<file path="src/rtl/acrx_pkg.sv">
package acrx_pkg;
  localparam int ACRX_TAG_W      = 16;
  localparam int ACRX_SAMP_W     = 20;
  localparam int ACRX_N_CAP      = 4;
  localparam int ACRX_FRAME_BITS = 256;
  localparam int ACRX_RD_W       = 32;
  localparam int ACRX_REQ_HI     = 11;
  localparam int ACRX_REQ_LO     = 2;

  // index of the last bit of data slot k (k counts from 1)
  function automatic int acrx_slot_last(input int tag_w, input int samp_w, input int k);
    return tag_w - 1 + k * samp_w;
  endfunction
endpackage

</file>
<file path="src/rtl/acrx_framer.sv">
module acrx_framer
  import acrx_pkg::*;
#(
  parameter int FRAME_BITS = ACRX_FRAME_BITS,
  parameter int SAMP_W     = ACRX_SAMP_W,
  localparam int CNT_W     = $clog2(FRAME_BITS)
) (
  input  logic              clk,
  input  logic              rst_n,
  input  logic              sync_i,
  input  logic              sdata_i,
  output logic              bit_vld,
  output logic [CNT_W-1:0]  bit_idx,
  output logic [SAMP_W-1:0] shift_nx
);
  localparam logic [CNT_W-1:0] LAST_IDX = CNT_W'(FRAME_BITS - 1);

  logic              sync_q;
  logic              active_q, active_d;
  logic [CNT_W-1:0]  cnt_q, cnt_d;
  logic [SAMP_W-1:0] sh_q, sh_d;
  logic              sync_rise;

  assign sync_rise = sync_i & ~sync_q;

  always_comb begin
    bit_vld  = sync_rise | active_q;
    bit_idx  = sync_rise ? '0 : cnt_q;
    sh_d     = {sh_q[SAMP_W-2:0], sdata_i};
    cnt_d    = cnt_q;
    active_d = active_q;
    if (bit_vld) begin
      cnt_d    = bit_idx + 1'b1;
      active_d = (bit_idx != LAST_IDX);
    end
  end

  assign shift_nx = sh_d;

  always_ff @(posedge clk or negedge rst_n) begin
    if (!rst_n) begin
      sync_q   <= 1'b0;
      active_q <= 1'b0;
      cnt_q    <= '0;
      sh_q     <= '0;
    end else begin
      sync_q   <= sync_i;
      active_q <= active_d;
      if (bit_vld) begin
        cnt_q <= cnt_d;
        sh_q  <= sh_d;
      end
    end
  end
endmodule

</file>
<file path="src/rtl/acrx_slot_decode.sv">
module acrx_slot_decode
  import acrx_pkg::*;
#(
  parameter int FRAME_BITS = ACRX_FRAME_BITS,
  parameter int TAG_W      = ACRX_TAG_W,
  parameter int SAMP_W     = ACRX_SAMP_W,
  parameter int N_CAP      = ACRX_N_CAP,
  parameter int REQ_HI     = ACRX_REQ_HI,
  parameter int REQ_LO     = ACRX_REQ_LO,
  localparam int CNT_W     = $clog2(FRAME_BITS),
  localparam int REQ_W     = REQ_HI - REQ_LO + 1
) (
  input  logic              clk,
  input  logic              rst_n,
  input  logic              bit_vld,
  input  logic [CNT_W-1:0]  bit_idx,
  input  logic [SAMP_W-1:0] shift_nx,
  output logic [N_CAP-1:0]  cap_stb,
  output logic              frame_end,
  output logic              codec_rdy,
  output logic [REQ_W-1:0]  req_n
);
  logic             tag_end;
  logic [N_CAP-1:0] slot_end;
  logic [N_CAP-1:0] tag_q, tag_d;
  logic             cr_q, cr_d;
  logic [REQ_W-1:0] pend_q, pend_d;
  logic [REQ_W-1:0] req_q, req_d;

  assign tag_end   = bit_vld && (bit_idx == CNT_W'(TAG_W - 1));
  assign frame_end = bit_vld && (bit_idx == CNT_W'(FRAME_BITS - 1));

  for (genvar g = 0; g < N_CAP; g++) begin : g_slot
    assign slot_end[g] = bit_vld &&
      (bit_idx == CNT_W'(acrx_slot_last(TAG_W, SAMP_W, g + 1)));
    assign cap_stb[g]  = slot_end[g] & tag_q[g];
    always_comb begin
      tag_d[g] = tag_q[g];
      if (tag_end) tag_d[g] = shift_nx[TAG_W-2-g];
    end
  end

  always_comb begin
    cr_d   = cr_q;
    pend_d = pend_q;
    req_d  = req_q;
    if (tag_end)     cr_d   = shift_nx[TAG_W-1];
    if (slot_end[0]) pend_d = shift_nx[REQ_HI:REQ_LO];
    if (frame_end)   req_d  = pend_q;
  end

  always_ff @(posedge clk or negedge rst_n) begin
    if (!rst_n) begin
      tag_q  <= '0;
      cr_q   <= 1'b0;
      pend_q <= '1;
      req_q  <= '1;
    end else begin
      if (tag_end) begin
        tag_q <= tag_d;
        cr_q  <= cr_d;
      end
      if (slot_end[0]) pend_q <= pend_d;
      if (frame_end)   req_q  <= req_d;
    end
  end

  assign codec_rdy = cr_q;
  assign req_n     = req_q;
endmodule

</file>
<file path="src/rtl/acrx_slot_bank.sv">
module acrx_slot_bank
  import acrx_pkg::*;
#(
  parameter int SAMP_W = ACRX_SAMP_W,
  parameter int N_CAP  = ACRX_N_CAP
) (
  input  logic                        clk,
  input  logic                        rst_n,
  input  logic [N_CAP-1:0]            cap_stb,
  input  logic [SAMP_W-1:0]           sample,
  input  logic [N_CAP-1:0]            rd_hit,
  output logic [N_CAP-1:0]            ready,
  output logic [N_CAP-1:0]            ovr,
  output logic [N_CAP-1:0][SAMP_W-1:0] hold
);
  for (genvar g = 0; g < N_CAP; g++) begin : g_cell
    logic              rdy_q, rdy_d;
    logic              ovr_q, ovr_d;
    logic [SAMP_W-1:0] hold_q;

    always_comb begin
      rdy_d = cap_stb[g] | (rdy_q & ~rd_hit[g]);
      ovr_d = rd_hit[g] ? 1'b0 : (ovr_q | (cap_stb[g] & rdy_q));
    end

    always_ff @(posedge clk or negedge rst_n) begin
      if (!rst_n) begin
        rdy_q  <= 1'b0;
        ovr_q  <= 1'b0;
        hold_q <= '0;
      end else begin
        rdy_q <= rdy_d;
        ovr_q <= ovr_d;
        if (cap_stb[g]) hold_q <= sample;
      end
    end

    assign ready[g] = rdy_q;
    assign ovr[g]   = ovr_q;
    assign hold[g]  = hold_q;
  end
endmodule

</file>
<file path="src/rtl/acrx_frame_rx.sv">
module acrx_frame_rx
  import acrx_pkg::*;
#(
  parameter int FRAME_BITS = ACRX_FRAME_BITS,
  parameter int TAG_W      = ACRX_TAG_W,
  parameter int SAMP_W     = ACRX_SAMP_W,
  parameter int N_CAP      = ACRX_N_CAP,
  parameter int RD_W       = ACRX_RD_W,
  parameter int REQ_HI     = ACRX_REQ_HI,
  parameter int REQ_LO     = ACRX_REQ_LO,
  localparam int SEL_W     = $clog2(N_CAP),
  localparam int REQ_W     = REQ_HI - REQ_LO + 1,
  localparam int CNT_W     = $clog2(FRAME_BITS)
) (
  input  logic             clk_bit,
  input  logic             rst_n,
  input  logic             sync_i,
  input  logic             sdata_i,
  input  logic             rd_en_i,
  input  logic [SEL_W-1:0] rd_sel_i,
  output logic [RD_W-1:0]  rd_data_o,
  output logic [N_CAP-1:0] ready_o,
  output logic [N_CAP-1:0] ovr_o,
  output logic             codec_rdy_o,
  output logic [REQ_W-1:0] tx_req_n_o
);
  logic                         bit_vld;
  logic [CNT_W-1:0]             bit_idx;
  logic [SAMP_W-1:0]            shift_nx;
  logic [N_CAP-1:0]             cap_stb;
  logic                         frame_end;
  logic [N_CAP-1:0]             rd_hit;
  logic [N_CAP-1:0][SAMP_W-1:0] hold;

  acrx_framer #(.FRAME_BITS(FRAME_BITS), .SAMP_W(SAMP_W)) framer_i (
    .clk(clk_bit), .rst_n(rst_n), .sync_i(sync_i), .sdata_i(sdata_i),
    .bit_vld(bit_vld), .bit_idx(bit_idx), .shift_nx(shift_nx)
  );

  acrx_slot_decode #(
    .FRAME_BITS(FRAME_BITS), .TAG_W(TAG_W), .SAMP_W(SAMP_W),
    .N_CAP(N_CAP), .REQ_HI(REQ_HI), .REQ_LO(REQ_LO)
  ) decode_i (
    .clk(clk_bit), .rst_n(rst_n), .bit_vld(bit_vld), .bit_idx(bit_idx),
    .shift_nx(shift_nx), .cap_stb(cap_stb), .frame_end(frame_end),
    .codec_rdy(codec_rdy_o), .req_n(tx_req_n_o)
  );

  for (genvar g = 0; g < N_CAP; g++) begin : g_rd
    assign rd_hit[g] = rd_en_i && (rd_sel_i == SEL_W'(g));
  end

  acrx_slot_bank #(.SAMP_W(SAMP_W), .N_CAP(N_CAP)) bank_i (
    .clk(clk_bit), .rst_n(rst_n), .cap_stb(cap_stb), .sample(shift_nx),
    .rd_hit(rd_hit), .ready(ready_o), .ovr(ovr_o), .hold(hold)
  );

  always_comb begin
    rd_data_o             = '0;
    rd_data_o[SAMP_W-1:0] = hold[rd_sel_i];
  end
endmodule

</file>
<file path="config.mk">
export PLATFORM = sky130hd
export DESIGN_NAME = acrx_frame_rx
export DESIGN_NICKNAME = d
export VERILOG_FILES = /design/src/rtl/acrx_pkg.sv /design/src/rtl/acrx_framer.sv /design/src/rtl/acrx_slot_decode.sv /design/src/rtl/acrx_slot_bank.sv /design/src/rtl/acrx_frame_rx.sv
export SDC_FILE = /design/constraint.sdc
export NUM_CORES = 1
export LEC_CHECK = 0
export ABC_AREA = 1
export BUFFER_PORTS_ARGS = -buffer_cell sky130_fd_sc_hd__clkbuf_2
export CORE_UTILIZATION = 64
export CTS_CLUSTER_SIZE = 25
export DETAILED_ROUTE_END_ITERATION = 10
export PLACE_DENSITY = 0.9
export SETUP_SLACK_MARGIN = 0.02
export SLEW_MARGIN = 30
export SYNTH_ARGS = -nofsm -noshare
export SYNTH_HDL_FRONTEND = slang
export SYNTH_SLANG_ARGS = --single-unit
export TNS_END_PERCENT = 100
</file>
<file path="constraint.sdc">
create_clock -name clk_bit -period 3.55 [get_ports clk_bit]
set_input_delay 0.355 -clock clk_bit [delete_from_list [all_inputs] [get_ports clk_bit]]
set_output_delay 0.355 -clock clk_bit [all_outputs]
set_load 0.02 [all_outputs]
</file>
==> flow_summary.toml, run 1 <==
[grt]
grt_pass1_vias = 5154
grt_overflow = 0
grt_pass1_wl_um = 25300
antenna_found_initial = 0
grt_max_degree = 128
track_usage = 0.324

[synthesis]
synth_top_area_frac = 0.475
syn_area_um2 = 6420
synth_cell_types = 30
synth_seq_area_share = 0.557
avgSynthCellArea_um2 = 8.78
synthFlopType = "dfrtp_1"
ys_ff_latch = 142
yosys_warnings = 0
synthCells = 731
async_flop_share = 1.00
synth_edf_count = 0
synth.top_cells.by_area = "dfrtp_1 48%, nand2_1 16%, dfstp_2 8.2%"
synth_largest_area_cell = "dfrtp_1"

[drt]
postRouteWirelength_um = 15400
drtIter0Drc = 505
num_vias = 5409
drc_errors = 0
viasPerCell = 5.98
antenna_left = 0
wire_per_inst_um = 17.1
first_pass_iters = 6

[pwr]
power_mw = 3.89
leakagePower_nw = 3.82
ir_drop_uv = 301
pwr_density_cell_nw_per_um2 = 539

[finish]
finalInstanceArea_um2 = 7220
nets = 766
area_delta_synth_final_pct = 12.4
n_antenna_cell = 0
utilization = 0.742
final_cells = 904
drive_gt1_frac = 0.170

[place]
placed_cells = 869
pre_cts_slack_ns = 1.10
gp_congestion = 0.883
io_buffers = 45
placed_cell_area_um2 = 6560
dp_hpwl_um = 9210

[worst_setup_path]
r2r_slack_ns = 1.15
critPathLaunchType = "input pin"
endpoint_kind = "flip-flop"
crit_type = "input pin to flip-flop"
required_ns = 4.00
rr_endpoint = "bank_i.g_cell[3].ovr_q$_DFF_PN0_"
critPathArrivalTime_ns = 2.95
cp_max_fo = 22
rr_startpoint = "framer_i.sync_q$_DFF_PN0_"
rr_worst_depth = 10

[clocking]
clockRootBuffer = "clkbuf_8"
cts-resized-gates = 0
cts_num_sinks = 142
cts_tree = "built"
htreeDepth = 4
hold_buffers = 2
cts_buffers = 17
post_cts_buffers = 0
cts_max_path_buffers = 2
clkLatencyLatePin_ns = 0.54
clkTransAtPathRegs_ns = 0.07

[sta]
slew_violations = 0
period_minus_slack_ns = 2.50
setup_viol = 0
maxSlewHeadroom = 0.507
rsz0062_at_grt = "no"
period_share = 0.704
worstMarginPinSlew_ns = 0.739
hold_viol_final = 0
tns_ns = 0
fin_skew_ns = 0.00900
holdWs_ns = 0.147
clock.fmax_mhz = 400
layout_setup_ws_ns = 1.05

[worst_hold_path]
min_path_cells = 3
hold_path.class = "input pin to flip-flop"
min_to = "bank_i.g_cell[1].hold_q[0]$_DFFE_PN0P_"
hold_start = "sdata_i"

[floorplan]
core.rowCount = 36
coreArea_um2 = 9730
die_area_um2 = 10400
io-pin-count = 58
initial_core_util = 0.660
die_h_um = 102
die_w_um = 102

[flow_run]
maxCapViolCount = 0

[status]
status = "completed"
==> report_power, final <==
group | switching (mW) | internal, mW | total (mW) | leakage, nW
clock | 0.731 | 1.10 | 1.83 | 0.297
combinational | 0.245 | 0.0774 | 0.322 | 1.68
sequential | 0.0565 | 1.68 | 1.73 | 1.85
total | 1.03 | 2.86 | 3.89 | 3.82
==> registers in the layout (all words and copies together) (netlist names) <==
signal	cells
decode_i.codec_rdy	1
framer_i.active_q	1
bank_i.g_cell.ovr_q	4
decode_i.tag_q	4
decode_i.pend_q	10
bank_i.g_cell.hold_q	80
framer_i.sync_q	1
framer_i.sh_q	19
framer_i.cnt_q	8
bank_i.g_cell.rdy_q	4
decode_i.req_n	10
==> metal layers <==
layer,share of wire,vias up,track usage
li1,-,2446,-
met1,0.40,2609,0.431
met2,0.49,317,0.516
met3,0.092,37,0.0876
met4,0.020,0,0.112
met5,0,-,0
==> synthesized netlist by cell type (all sizes together), types with 13 or more instances <==
| cell type | count |
|---|---|
| nand2 | 275 |
| dfrtp | 122 |
| o21ai | 61 |
| nand3 | 56 |
| buf | 48 |
| inv | 40 |
| nand4 | 38 |
| a22oi | 33 |
| dfstp | 20 |
| nor2 | 18 |
| clkbuf | 13 |
==> kinds of logic (layout without fill, tap and decap cells) <==
family,after synthesis,after routing,synth area share
AO/OA/AOI/OAI,96,96,0.0887
XOR/XNOR,2,2,0.00273
adder cells (fa/ha/maj),1,1,0.00195
buffers and inverters,101,130,0.0824
flip-flops,142,142,0.557
other,1,12,0.000584
AND/OR/NAND/NOR,388,388,0.266
==> worst max-delay path, cell delays in order <==
cell and delay, ns:
dlygate4sd3_1 0.53, clkbuf_2 0.14, nand2_4 0.19, nand2_1 0.10, inv_1 0.09, ha_1 0.23, nand4_1 0.24, nor2_4 0.19
buf_4 0.28, nand2_2 0.31, o21ai_0 0.27
==> cell type report <==
class                           instances  area (um2)
Sequential cell                       142        3580
Fill cell                             668        2510
Clock inverter                         14         181
Tap cell                              133         166
Inverter                               40         150
Timing Repair Buffer                   58         358
Multi-Input combinational cell        499        2360
Clock buffer                           18         428
==> worst max path at each step <==
stage	from	to	slack, ns
6_report	sync_i	bank_i.g_cell[3].ovr_q$_DFF_PN0_	1.05
2_1_floorplan	framer_i.sync_q$_DFF_PN0_	bank_i.g_cell[3].hold_q[10]$_DFFE_PN0P_	1.81
5_1_grt	sync_i	decode_i.pend_q[1]$_DFFE_PN1P_	0.81
3_5_place_dp	sync_i	bank_i.g_cell[0].hold_q[2]$_DFFE_PN0P_	1.10
4_1_cts	sync_i	bank_i.g_cell[3].hold_q[12]$_DFFE_PN0P_	1.07
3_3_place_gp	sync_i	bank_i.g_cell[1].hold_q[11]$_DFFE_PN0P_	1.02
==> cells in the final DEF (no fill, tap or decap), drive strengths merged <==
cell         instances
nand2              275
dfrtp              122
clkbuf              62
o21ai               61
nand3               56
inv                 45
nand4               38
a22oi               33
dfstp               20
nor2                18
conb                12
buf                 12
clkinv               5
bufinv               3
dlygate4sd3          2
a21boi               1
a21oi                1
nand3b               1
xor2                 1
xnor2                1
ha                   1
clkinvlp             1
No activity file was read; power rests on OpenSTA's default activity.
==> inputs of run 2 (changes only) <==
--- a/config.mk
+++ b/config.mk
@@ -5,12 +5,12 @@
 export SDC_FILE = /design/constraint.sdc
 export NUM_CORES = 1
 export LEC_CHECK = 0
-export ABC_AREA = 1
+export ABC_AREA = 0
 export BUFFER_PORTS_ARGS = -buffer_cell sky130_fd_sc_hd__clkbuf_2
-export CORE_UTILIZATION = 64
+export CORE_UTILIZATION = 59
 export CTS_CLUSTER_SIZE = 25
 export DETAILED_ROUTE_END_ITERATION = 10
-export PLACE_DENSITY = 0.9
+export PLACE_DENSITY = 0.84
 export SETUP_SLACK_MARGIN = 0.02
 export SLEW_MARGIN = 30
 export SYNTH_ARGS = -nofsm -noshare
==> constraint.sdc (replaced) <==
create_clock -name clk_bit -period 2.4 [get_ports clk_bit]
set_input_delay 0.24 -clock clk_bit [delete_from_list [all_inputs] [get_ports clk_bit]]
set_output_delay 0.24 -clock clk_bit [all_outputs]
set_load 0.02 [all_outputs]
==> flow_summary.toml, run 2 <==
[worst_setup_path]
cp_slowest_cell = "dlygate4sd3_1"
rr_startpoint = "framer_i.sync_q$_DFF_PN0_"
critPathBufInv = 3
crit_type = "input pin to flip-flop"
endpoint_kind = "flip-flop"
critPathLaunchType = "input pin"
rr_endpoint = "bank_i.g_cell[3].hold_q[9]$_DFFE_PN0P_"
slowest_delay_ns = 0.53
rr_worst_depth = 8
cp_top_family = "buffers and inverters"
crit_path_frequent_cell = "and2_1"
required_ns = 2.80
worstPathCellList = "dlygate4sd3_1 > clkbuf_2 > nand2b_1 > and2_1 > ha_1 > and2_1 > nand4_1 > nor3_4 > buf_4 > mux2_2"
critPathArrivalTime_ns = 2.58
cp_max_fo = 11
r2r_slack_ns = 0.23

[sta]
slew_violations = 0
tns_ns = 0
period_share = 0.908
setup_viol = 0
maxSlewHeadroom = 0.506
period_minus_slack_ns = 2.18
worstMarginPinSlew_ns = 0.742
hold_viol_final = 0
rsz0062_at_grt = "no"
fin_skew_ns = 0.00636
layout_setup_ws_ns = 0.220
holdWs_ns = 0.0509
clock.fmax_mhz = 459

[floorplan]
core.rowCount = 37
die_h_um = 105
initial_core_util = 0.608
coreArea_um2 = 10300
io-pin-count = 58
die_w_um = 105
die_area_um2 = 11000

[status]
status = "completed"

[finish]
layout.cells.most_common = "dfrtp_1"
fillers = 650
nets = 467
final_cells = 608
regMostFlops = "bank_i.g_cell.hold_q"
top_regs = "bank_i.g_cell.hold_q: 80 flops, framer_i.sh_q: 19 flops"
largest_reg_flops = 80
final_cell_mix = "122 x dfrtp_1, 106 x mux2_2, 44 x clkbuf_2"
area_delta_synth_final_pct = 15.5
multiInputGateArea_um2 = 2470
n_antenna_cell = 0
drive_gt1_frac = 0.566
seq_area_um2 = 3580

[clocking]
clkTransAtPathRegs_ns = 0.06
clockRootBuffer = "clkbuf_8"
cts_buffers = 17
cts_tree = "built"
cts_max_path_buffers = 2
clkLatencyLatePin_ns = 0.52
cts-resized-gates = 0
cts_num_sinks = 142
htreeDepth = 4

[grt]
grt_max_degree = 68
antenna_found_initial = 0
grt_overflow = 0
track_usage = 0.246
grt_pass1_vias = 3796
grt_pass1_wl_um = 20000

[place]
pre_cts_slack_ns = 0.236
placed_cells = 574
dp_hpwl_um = 7400
gp_congestion = 0.783
io_buffers = 45

[synthesis]
avgSynthCellArea_um2 = 15.5
ys_ff_latch = 142
synth_most_common_cell = "dfrtp_1"
synth_seq_area_share = 0.573
synth_edf_count = 0
synth.top_cells.by_area = "dfrtp_1 49%, mux2_2 19%, dfstp_2 8.4%"
syn_area_um2 = 6250
synthFlopType = "dfrtp_1"
synth_cell_types = 39
async_flop_share = 1.00
yosys_warnings = 0
synth_top_area_frac = 0.488
synth_largest_area_cell = "dfrtp_1"
synthCells = 402
synth_commonest_cells = "122 x dfrtp_1, 106 x mux2_2, 21 x buf_4, 20 x dfstp_2, 20 x mux4_2"

[drt]
drc_errors = 0
num_vias = 3484
viasPerCell = 5.73
postRouteWirelength_um = 12100
first_pass_iters = 4
wire_per_inst_um = 19.9
antenna_left = 0
drtIter0Drc = 192

[flow_run]
maxCapViolCount = 0

[pwr]
p_clk_frac = 0.454
intPower_mw = 4.14
pwr_density_cell_nw_per_um2 = 746
p_sw_mw = 1.24
p_seq_frac = 0.482
p_comb_frac = 0.064
ir_drop_uv = 596
leakagePower_nw = 3.57
p_sw_frac = 0.231

[worst_hold_path]
hold_start = "sdata_i"
min_to = "bank_i.g_cell[1].hold_q[0]$_DFFE_PN0P_"
min_path_cells = 2
hold_path.class = "input pin to flip-flop"
## run 2: per-stage QoR
| step | power, mW | cell area (um2) | util |
|---|---|---|---|
| final | 5.39 | 7220 | 0.702 |
| after global routing | 5.60 | 7220 | 0.702 |
| after CTS | 5.43 | 7220 | 0.702 |
| after detailed placement | 2.97 | 6640 | 0.646 |
| after global placement | 2.96 | 6640 | 0.646 |
| after floorplan | 2.84 | 6310 | - |
## run 2: cells by family after synthesis
logic type | after synthesis | share of synthesized area
other cells | 1 | 0.000600
simple gates | 56 | 0.0537
compound gates | 10 | 0.0116
flops | 142 | 0.573
mux | 145 | 0.309
buf+inv | 42 | 0.0438
fa+ha+maj | 1 | 0.00200
xor+xnor | 5 | 0.00701
## run 2: layout make-up
class	instances	area share
clock inverters	6	0.00798
multi-input cells	229	0.342
well taps	136	0.0236
clock buffers	26	0.0690
flip-flops and latches	142	0.496
repair buffers	66	0.0598
inverters	3	0.00156
## run 2: routing by layer
metal | track usage | part of all wire | wire length [um] | vias to the layer above
met4 | 0.0966 | 0.018 | 218 | 0
met3 | 0.0724 | 0.036 | 433 | 13
met2 | 0.398 | 0.52 | 6290 | 79
met1 | 0.316 | 0.43 | 5140 | 1851
li1 | - | - | - | 1541
met5 | 0 | 0 | 0 | -
## run 2: power by group through the flow
stage               clock [mW]  combinational [mW]  sequential (mW)
floorplan                    0               0.230             2.61
global placement             0               0.332             2.62
detailed placement           0               0.341             2.63
CTS                       2.48               0.352             2.59
global route              2.60               0.387             2.61
finish                    2.45               0.345             2.60
## run 2: worst max path at each step
stage,start,to,cells past startpoint
floorplan,framer_i.sync_q$_DFF_PN0_,bank_i.g_cell[2].hold_q[10]$_DFFE_PN0P_,9
global placement,framer_i.sync_q$_DFF_PN0_,decode_i.req_n[8]$_DFFE_PN1P_,8
detailed placement,framer_i.sync_q$_DFF_PN0_,bank_i.g_cell[3].hold_q[8]$_DFFE_PN0P_,8
CTS,framer_i.sync_q$_DFF_PN0_,bank_i.g_cell[3].hold_q[9]$_DFFE_PN0P_,8
global route,framer_i.sync_q$_DFF_PN0_,bank_i.g_cell[3].hold_q[9]$_DFFE_PN0P_,8
finish,sync_i,bank_i.g_cell[3].hold_q[9]$_DFFE_PN0P_,10
## run 2: timing repair
action,CTS,global route
buffers inserted,0,0
endpoints found under the hold margin,39,0
hold buffers,2,0
==> inputs of run 3 (changes only) <==
--- a/config.mk
+++ b/config.mk
@@ -10,7 +10,7 @@
 export CORE_UTILIZATION = 59
 export CTS_CLUSTER_SIZE = 25
 export DETAILED_ROUTE_END_ITERATION = 10
-export PLACE_DENSITY = 0.84
+export PLACE_DENSITY = 0.82
 export SETUP_SLACK_MARGIN = 0.02
 export SLEW_MARGIN = 30
 export SYNTH_ARGS = -nofsm -noshare
==> flow_summary.toml, run 3 (same netlist as run 2, synthesis figures left out) <==
[status]
status = "completed"

[sta]
maxSlewHeadroom = 0.495
period_share = 0.928
layout_setup_ws_ns = 0.172
tns_ns = 0
fin_skew_ns = 0.00798
worstMarginPinSlew_ns = 0.757
rsz0062_at_grt = "no"
slew_violations = 0
setup_viol = 0
clock.fmax_mhz = 449
hold_viol_final = 0
period_minus_slack_ns = 2.23
holdWs_ns = 0.0304

[grt]
use_met3 = 0.0455
met1_usage = 0.309
track_usage = 0.239
top_usage_layer = "met2"
grt_overflow = 0
antenna_found_initial = 0
grt_max_degree = 50
grt_pass1_wl_um = 19600
grt_pass1_vias = 3711
grt.met2_usage = 0.395

[floorplan]
die_w_um = 105
io-pin-count = 58
die_area_um2 = 11000
coreArea_um2 = 10300
core.rowCount = 37
initial_core_util = 0.608
die_h_um = 105

[finish]
area_delta_synth_final_pct = 16.5
drive_gt1_frac = 0.572
n_antenna_cell = 0
finalInstanceArea_um2 = 7280
regMostFlops = "bank_i.g_cell.hold_q"
top_regs = "bank_i.g_cell.hold_q: 80 flops, framer_i.sh_q: 19 flops"
layout.cells.most_common = "dfrtp_1"
nets = 465
largest_reg_flops = 80
final_cell_mix = "122 x dfrtp_1, 106 x mux2_2, 44 x clkbuf_2"

[clocking]
clkTransAtPathRegs_ns = 0.06
cts_num_sinks = 142
htreeDepth = 4
clockRootBuffer = "clkbuf_8"
clkLatencyLatePin_ns = 0.52
cts_buffers = 17
post_cts_buffers = 0
cts-resized-gates = 0
cts_max_path_buffers = 2
cts_tree = "built"

[worst_setup_path]
crit_path_frequent_cell = "and2_1"
cp_max_fo = 22
endpoint_kind = "flip-flop"
crit_type = "flip-flop to flip-flop"
critPathBufInv = 1
critPathLaunchType = "flip-flop"
critPathArrivalTime_ns = 2.63
cp_top_family = "simple AND/OR/NAND/NOR gates"
cp_slowest_cell = "mux2_2"
slowest_delay_ns = 0.36
required_ns = 2.80
worstPathCellList = "nand2b_1 > and2_1 > ha_1 > and2_1 > nand4_1 > nor3_4 > buf_12 > mux2_2"

[pwr]
p_comb_frac = 0.064
p_clk_frac = 0.476
intPower_mw = 4.32
p_sw_mw = 1.29
leakagePower_nw = 3.59
pwr_density_cell_nw_per_um2 = 772
p_sw_frac = 0.230
p_seq_frac = 0.460
ir_drop_uv = 567

[drt]
drc_errors = 0
postRouteWirelength_um = 11900
wire_per_inst_um = 19.7
viasPerCell = 5.75
num_vias = 3482
antenna_left = 0
first_pass_iters = 4
drtIter0Drc = 127

[flow_run]
maxCapViolCount = 0

[place]
dp_hpwl_um = 7400
gp_congestion = 0.872
pre_cts_slack_ns = 0.183
io_buffers = 45
placed_cell_area_um2 = 6650

[worst_hold_path]
hold_path.class = "input pin to flip-flop"
-- run 3: routing by layer --
metal | wire length (um) | up-vias
met5 | 0 | -
met4 | 206 | 0
met3 | 386 | 19
met2 | 6130 | 76
met1 | 5200 | 1863
li1 | - | 1524
-- run 3: worst reg2reg max path, cell delays in order (launching register included) --
cell and delay (ns):
dfrtp_1 0.34, nand2b_1 0.17, and2_1 0.15, ha_1 0.20
and2_1 0.16, nand4_1 0.24, nor3_4 0.28, buf_12 0.21
mux2_2 0.36
-- run 3: through the flow --
stage | utilization | std cells | power [mW]
2_1_floorplan | - | 413 | 2.84
6_report | 0.708 | 606 | 5.62
5_1_grt | 0.708 | 606 | 5.79
3_3_place_gp | 0.647 | 572 | 2.96
4_1_cts | 0.708 | 606 | 5.67
3_5_place_dp | 0.647 | 572 | 2.98
-- run 3: final timing paths --
check | start | endpoint | slack (ns) | depth (start not counted)
worst min register to register | bank_i.g_cell[1].ovr_q$_DFF_PN0_ | bank_i.g_cell[1].ovr_q$_DFF_PN0_ | 0.50 | 1
max in group asynchronous | rst_n | decode_i.pend_q[4]$_DFFE_PN1P_ | 1.42 | 3
worst min-delay path | sdata_i | bank_i.g_cell[1].hold_q[0]$_DFFE_PN0P_ | 0.03 | 2
worst max register to register | framer_i.sync_q$_DFF_PN0_ | bank_i.g_cell[3].hold_q[8]$_DFFE_PN0P_ | 0.17 | 8
worst max-delay path | framer_i.sync_q$_DFF_PN0_ | bank_i.g_cell[3].hold_q[8]$_DFFE_PN0P_ | 0.17 | 8
min in group asynchronous | rst_n | bank_i.g_cell[0].hold_q[16]$_DFFE_PN0P_ | 0.23 | 2
-- run 3: final cells by class --
class                           instances  area, um2
Sequential cell                       142       3580
Fill cell                             676       3000
Multi-Input combinational cell        229       2470
Timing Repair Buffer                   64        442
Clock buffer                           17        414
Clock inverter                         15        194
Tap cell                              136        170
Inverter                                3       11.3
-- run 3: repair_timing --
action	in CTS	in global routing
setup endpoints to repair	0	0
endpoints found under the hold margin	47	0
hold buffers	2	0
-- run 3: power by group through the flow --
| stage | Clock (mW) | Combinational (mW) | Sequential (mW) |
|---|---|---|---|
| detailed placement | 0 | 0.358 | 2.62 |
| CTS | 2.72 | 0.363 | 2.58 |
| global route | 2.80 | 0.397 | 2.60 |
| floorplan | 0 | 0.230 | 2.61 |
| finish | 2.68 | 0.359 | 2.58 |
| global placement | 0 | 0.348 | 2.62 |
